**config.mk**
```make
export PLATFORM = sky130hd
export DESIGN_NAME = intr_accept_ctrl
export DESIGN_NICKNAME = d
export VERILOG_FILES = /design/src/rtl/intr_pkg.sv /design/src/rtl/intr_sync_edge.sv /design/src/rtl/intr_wake_flags.sv /design/src/rtl/intr_prio_pick.sv /design/src/rtl/intr_accept_ctrl.sv
export SDC_FILE = /design/constraint.sdc
export NUM_CORES = 1
export LEC_CHECK = 0
export BUFFER_PORTS_ARGS = -buffer_cell sky130_fd_sc_hd__buf_2
export CORE_UTILIZATION = 60
export CTS_BUF_LIST = sky130_fd_sc_hd__clkbuf_8
export CTS_CLUSTER_SIZE = 30
export DETAILED_ROUTE_END_ITERATION = 10
export PLACE_DENSITY = 0.86
export SLEW_MARGIN = 10
export SYNTH_ARGS = -nofsm -noshare
export SYNTH_HDL_FRONTEND = slang
export SYNTH_SLANG_ARGS = --single-unit
```
**constraint.sdc**
```tcl
create_clock -name clk -period 2.3 [get_ports clk]
set_input_delay 0.23 -clock clk [delete_from_list [all_inputs] [get_ports clk]]
set_output_delay 0.23 -clock clk [all_outputs]
set_load 0.1 [all_outputs]
```
**src/rtl/intr_pkg.sv**
```systemverilog
// Package: register addresses and the level-acceptance rule shared by the
// controller. Assumes a 3-bit register address space.
package intr_pkg;
    localparam int          ADDR_W = 3;
    localparam logic [2:0]  A_MASK = 3'd0;
    localparam logic [2:0]  A_FLAG = 3'd1;
    localparam logic [2:0]  A_PMOD = 3'd2;
    localparam logic [2:0]  A_POL  = 3'd3;
    localparam logic [2:0]  A_CTRL = 3'd4;

    // True when a source of level lvl gets through mask field msk.
    function automatic logic lvl_pass(input logic [1:0] lvl, input logic [1:0] msk);
        if (msk[1])
            return lvl > 2'd1;
        else if (msk[0])
            return lvl != 2'd0;
        else
            return 1'b1;
    endfunction
endpackage

```
**src/rtl/intr_sync_edge.sv**
```systemverilog
// Two-flop synchronizer plus an edge detector per bit. pol=1 selects the
// rising edge, pol=0 the falling edge. hit is combinational from the flops
// and is high for one cycle. Assumes the pins are asynchronous to clk.
module intr_sync_edge #(
    parameter int W = 1
) (
    input  logic         clk,
    input  logic         rst_n,
    input  logic [W-1:0] pin,
    input  logic [W-1:0] pol,
    output logic [W-1:0] hit
);
    for (genvar g = 0; g < W; g++) begin : g_bit
        logic s1, s2, s3;
        // Synchronize the pin and keep the previous synchronized value.
        always_ff @(posedge clk) begin
            if (!rst_n) begin
                s1 <= 1'b0;
                s2 <= 1'b0;
                s3 <= 1'b0;
            end else begin
                s1 <= pin[g];
                s2 <= s1;
                s3 <= s2;
            end
        end
        assign hit[g] = pol[g] ? (s2 & ~s3) : (~s2 & s3);
    end
endmodule

```
**src/rtl/intr_wake_flags.sv**
```systemverilog
// Wakeup flag register. An edge sets a flag only while its pin-mode bit is
// 1. A write clears the bits written as 0, and a same-cycle edge wins over
// the clear. Writing 1 never sets a flag.
module intr_wake_flags #(
    parameter int NW = 8
) (
    input  logic          clk,
    input  logic          rst_n,
    input  logic [NW-1:0] hit,
    input  logic [NW-1:0] pin_en,
    input  logic          clr_wr,
    input  logic [NW-1:0] wdata,
    output logic [NW-1:0] flags
);
    logic [NW-1:0] kept;
    // Keep a flag unless a write gives a 0 for its bit.
    always_comb kept = clr_wr ? (flags & wdata) : flags;

    // Update the flags; a set has priority over a clear.
    always_ff @(posedge clk) begin
        if (!rst_n) flags <= '0;
        else        flags <= kept | (hit & pin_en);
    end
endmodule

```
**src/rtl/intr_prio_pick.sv**
```systemverilog
// Fixed-priority picker: the lowest set index wins. idx is 0 when nothing
// is set.
module intr_prio_pick #(
    parameter int N  = 13,
    parameter int IW = $clog2(N)
) (
    input  logic [N-1:0]  acc,
    output logic          any,
    output logic [IW-1:0] idx
);
    // Scan from the top down so that the lowest set index is the last one written.
    always_comb begin
        any = 1'b0;
        idx = '0;
        for (int i = N - 1; i >= 0; i--) begin
            if (acc[i]) begin
                any = 1'b1;
                idx = IW'(i);
            end
        end
    end
endmodule

```
**src/rtl/intr_accept_ctrl.sv**
```systemverilog
// Multi-level interrupt acceptance controller. It synchronizes and
// edge-detects the non-maskable pin and the wakeup pins, holds the flag,
// mask, pin-mode, polarity and control registers, gates each maskable
// source by the global disable and the mask level, and registers the
// fixed-priority winner as irq/vec.
// Assumes other_req is a synchronous, level-held input.
module intr_accept_ctrl #(
    parameter int         NWAKE    = 8,
    parameter int         N_OTHER  = 4,
    parameter logic [1:0] WAKE_LVL = 2'd1,
    localparam int        NSRC     = 1 + NWAKE + N_OTHER,
    localparam int        VEC_W    = $clog2(NSRC)
) (
    input  logic                 clk,
    input  logic                 rst_n,
    input  logic                 nmi_pin,
    input  logic [NWAKE-1:0]     wake_pins,
    input  logic                 gdis,
    input  logic [N_OTHER-1:0]   other_req,
    input  logic [2*N_OTHER-1:0] other_lvl,
    input  logic                 nmi_ack,
    input  logic [2:0]           bus_addr,
    input  logic                 bus_wr,
    input  logic [7:0]           bus_wdata,
    output logic [7:0]           bus_rdata,
    output logic                 irq,
    output logic [VEC_W-1:0]     vec
);
    import intr_pkg::*;

    logic [1:0]       msk;
    logic [NWAKE-1:0] pmode, pol, flags, whit;
    logic             nmi_rise, wake_en, nmi_hit, nmi_pend;
    logic [NSRC-1:0]  acc;
    logic             any;
    logic [VEC_W-1:0] win;

    // Software-writable registers: mask field, pin mode, polarity, control.
    always_ff @(posedge clk) begin
        if (!rst_n) begin
            msk      <= 2'b00;
            pmode    <= '0;
            pol      <= '0;
            nmi_rise <= 1'b0;
            wake_en  <= 1'b0;
        end else if (bus_wr) begin
            case (bus_addr)
                A_MASK: msk   <= bus_wdata[1:0];
                A_PMOD: pmode <= bus_wdata[NWAKE-1:0];
                A_POL:  pol   <= bus_wdata[NWAKE-1:0];
                A_CTRL: begin
                    nmi_rise <= bus_wdata[0];
                    wake_en  <= bus_wdata[1];
                end
                default: ;
            endcase
        end
    end

    intr_sync_edge #(.W(1)) u_nmi_sync (
        .clk(clk), .rst_n(rst_n), .pin(nmi_pin), .pol(nmi_rise), .hit(nmi_hit)
    );

    intr_sync_edge #(.W(NWAKE)) u_wake_sync (
        .clk(clk), .rst_n(rst_n), .pin(wake_pins), .pol(pol), .hit(whit)
    );

    intr_wake_flags #(.NW(NWAKE)) u_flags (
        .clk(clk), .rst_n(rst_n), .hit(whit), .pin_en(pmode),
        .clr_wr(bus_wr && bus_addr == A_FLAG), .wdata(bus_wdata[NWAKE-1:0]),
        .flags(flags)
    );

    // Non-maskable pending latch: an edge sets it, an acknowledge clears it, and a set wins over a clear.
    always_ff @(posedge clk) begin
        if (!rst_n) nmi_pend <= 1'b0;
        else        nmi_pend <= nmi_hit | (nmi_pend & ~nmi_ack);
    end

    // Build the accepted-request vector in priority order.
    always_comb begin
        acc[0] = nmi_pend;
        for (int i = 0; i < NWAKE; i++)
            acc[1 + i] = flags[i] & wake_en & ~gdis & lvl_pass(WAKE_LVL, msk);
        for (int j = 0; j < N_OTHER; j++)
            acc[1 + NWAKE + j] = other_req[j] & ~gdis & lvl_pass(other_lvl[2*j +: 2], msk);
    end

    intr_prio_pick #(.N(NSRC), .IW(VEC_W)) u_pick (
        .acc(acc), .any(any), .idx(win)
    );

    // Register the request and the vector of the winner.
    always_ff @(posedge clk) begin
        if (!rst_n) begin
            irq <= 1'b0;
            vec <= '0;
        end else begin
            irq <= any;
            vec <= win;
        end
    end

    // Register read multiplexer.
    always_comb begin
        case (bus_addr)
            A_MASK:  bus_rdata = {6'h3f, msk};
            A_FLAG:  bus_rdata = 8'(flags);
            A_PMOD:  bus_rdata = 8'(pmode);
            A_POL:   bus_rdata = 8'(pol);
            A_CTRL:  bus_rdata = {6'h00, wake_en, nmi_rise};
            default: bus_rdata = 8'h00;
        endcase
    end
endmodule

```
==> run_results.csv <==
group,metric,value,unit
sta,slew_headroom,0.595,
place,dpl-instance-area,2920,um^2
global_routing,antenna_found_initial,0,
clocking,cts_buffers,9,
run_status,status,"completed",
synthesis,syn-num-nets,326,
drt,firstDrtPassIters,4,
critical_path,critPathLaunchType,"primary input",
power_and_ir_drop,ir_drop,0.592,mV
synthesis,avgSynthCellArea,8.99,um^2
critical_path,critPathBufInv,2,
clocking,clk_pin_slew,60,ps
cells_and_area,areaGrowthSynthToFinish,19.8,%
sta,finClkSkew,5.88,ps
power_and_ir_drop,power.leakage,1.27,nW
drt,ant_nets,0,
global_routing,grt_pass1_vias,2079,
sta,hold_viol,0,
drt,wl,5.52,mm
synthesis,yosysUniqueCellTypes,38,
clocking,cts_buffer_depth,2,
critical_path,crit_top_cell,"buf_2",
drt,drc,0,
global_routing,grt_max_degree,37,
sta,drv_slew,0,
power_and_ir_drop,power_density,733,nW/um^2
floorplan,top_level_ports,50,
hold_path,hp-class,"primary input to register",
cells_and_area,post-route-cell-area,3110,um^2
drt,avgViaCountPerCell,5.53,
synthesis,ys_ff_latch,61,
critical_path,critical_path.cell_chain,"buf_2 -> nand2b_1 -> nor2_1 -> a211oi_2 -> buf_2",
synthesis,yosysWarnings,0,
critical_path,cp.arrival,1620,ps
sta,fin_crit_sh,0.804,
clocking,ctsHtreeMaxLevel,3,
synthesis,syn-instance-count,289,
sta,final.min_clock_period,1850,ps
global_routing,grt_pass1_wl,9.03,mm
critical_path,cpLargestDelayFamily,"buffers and inverters",
critical_path,worstSetupPathType,"primary input to output pin",
synthesis,syn_area,2600,um^2
clocking,clock-root-buffer,"clkbuf_8",
synthesis,synth-edff-count,0,
cells_and_area,instances_no_fill,395,
sta,clock.fmax,541,MHz
critical_path,cp.required,2070,ps
synthesis,async_reset_ff_frac,0,
place,port_buffers,49,
floorplan,fp.dieH,67.8,um
cells_and_area,layout_common_cells,"61 x dfxtp_1, 49 x buf_2, 44 x nand2_1",
place,hpwl,3.78,mm
run,max_cap_viol_count,0,
critical_path,worstSetupEndpointType,"output pin",
floorplan,die_w,67.8,um
clocking,cts_tree,"yes",
place,dp.cells,379,
global_routing,overflow,0,
floorplan,start_util,0.636,
sta,finalSetupViolCount,0,
drt,wl_per_cell,14.0,um
floorplan,core_area,4090,um^2
cells_and_area,fin_nets,377,
clocking,post_cts_resize_count,0,
cells_and_area,final_common_cell,"dfxtp_1",
synthesis,ys_seq_area_frac,0.470,
clocking,clk_latency,340,ps
global_routing,track_usage,0.273,
clocking,cts.sinks,61,
cells_and_area,antennaDiodeCount,0,
sta,rsz0062_at_grt,"no",
sta,holdWs,96.6,ps
clocking,cts_setup_buffers,0,
sta,fin_tns_setup,0,ps
drt,drt-initial-drc-count,168,
place,place_congestion,0.822,
drt,vias,2186,
cells_and_area,layout-drive-gt1-share,0.232,
floorplan,fp.dieArea,4600,um^2
critical_path,max_stage_delay,470,ps
floorplan,rows,23,
clocking,ctsHoldBuffers,0,
critical_path,cpMaxStageDelayCell,"buf_2",
synthesis,ys.flop_type,"dfxtp_1",
critical_path,path_max_fanout,15,
sta,worst_pin_slew,599,ps
-- metal layers --
layer | share of wire | wire (um) | vias to the layer above | track usage
met4 | 0.022 | 123 | 0 | 0.138
met2 | 0.49 | 2730 | 66 | 0.460
met1 | 0.44 | 2410 | 1018 | 0.303
li1 | - | - | 1091 | -
met5 | 0 | 0 | - | 0
met3 | 0.047 | 260 | 11 | 0.0929
-- layout make-up --
class / instances / area (um^2)
Clock buffer: 10 / 138
Timing Repair Buffer: 51 / 260
Sequential cell: 61 / 1220
Inverter: 8 / 30.0
Clock inverter: 6 / 55.1
Tap cell: 50 / 62.6
Multi-Input combinational cell: 209 / 1350
Fill cell: 301 / 973
-- state kept, by name, summed over array words and instances, names as in the netlist --
signal                flops
irq                       1
msk                       2
nmi_pend                  1
nmi_rise                  1
pmode                     8
pol                       8
u_flags.flags             8
u_nmi_sync.g_bit.s1       1
u_nmi_sync.g_bit.s2       1
u_nmi_sync.g_bit.s3       1
u_wake_sync.g_bit.s1      8
u_wake_sync.g_bit.s2      8
u_wake_sync.g_bit.s3      8
vec                       4
wake_en                   1
-- report_power, final --
group | internal (mW) | switching, mW | total (mW)
Clock | 0.517 | 0.390 | 0.908
Sequential | 1.09 | 0.0167 | 1.11
Combinational | 0.0853 | 0.183 | 0.268
-- worst register-to-register path, delay by kind of cell (launching register included) --
family | cells | cell delay [ps]
compound gates | 3 | 640
flops | 1 | 430
simple gates | 2 | 570
-- synthesized netlist by cell type, types with 2 or more instances --
master	count	area share
dfxtp_1	61	0.47
nand2_1	44	0.064
and2_1	28	0.067
mux2i_1	17	0.066
nor2_1	17	0.025
a21boi_0	16	0.046
nor2b_1	16	0.039
o21ai_0	16	0.031
clkbuf_1	10	0.014
inv_1	8	0.012
a21oi_1	7	0.013
a211oi_1	6	0.017
nand2b_1	5	0.012
a22oi_1	4	0.012
o31ai_1	3	0.0087
and3_1	2	0.0048
mux2_2	2	0.0087
nand3_1	2	0.0039
o211a_1	2	0.0077
o22ai_1	2	0.0048
o31a_1	2	0.0067
o41ai_1	2	0.0067
or3b_1	2	0.0067
-- stage by stage --
step	total power, mW	util	setup slack (ps)
floorplan	1.32	-	-29.1
global placement	1.39	0.715	507
detailed placement	1.40	0.715	501
CTS	2.30	0.762	488
global route	2.38	0.762	413
finish	2.28	0.762	452
-- worst paths after layout --
path,from,endpoint,slack (ps),cells past startpoint
max reg2reg,msk[0],irq,540,5
min,wake_pins[7],u_wake_sync.g_bit[7].s1,100,2
min reg2reg,u_nmi_sync.g_bit[0].s1,u_nmi_sync.g_bit[0].s2,430,1
max,bus_addr[1],bus_rdata[7],450,5
-- kinds of logic (layout without fill, tap and decap cells) --
logic type,after synthesis,in the layout,share of synthesized area
multiplexers,19,19,0.0742
AND/OR/NAND/NOR,123,123,0.248
flip-flops,61,61,0.470
buffers and inverters,19,75,0.0279
AO/OA/AOI/OAI,67,67,0.180
(Power assumes the default switching activity.)
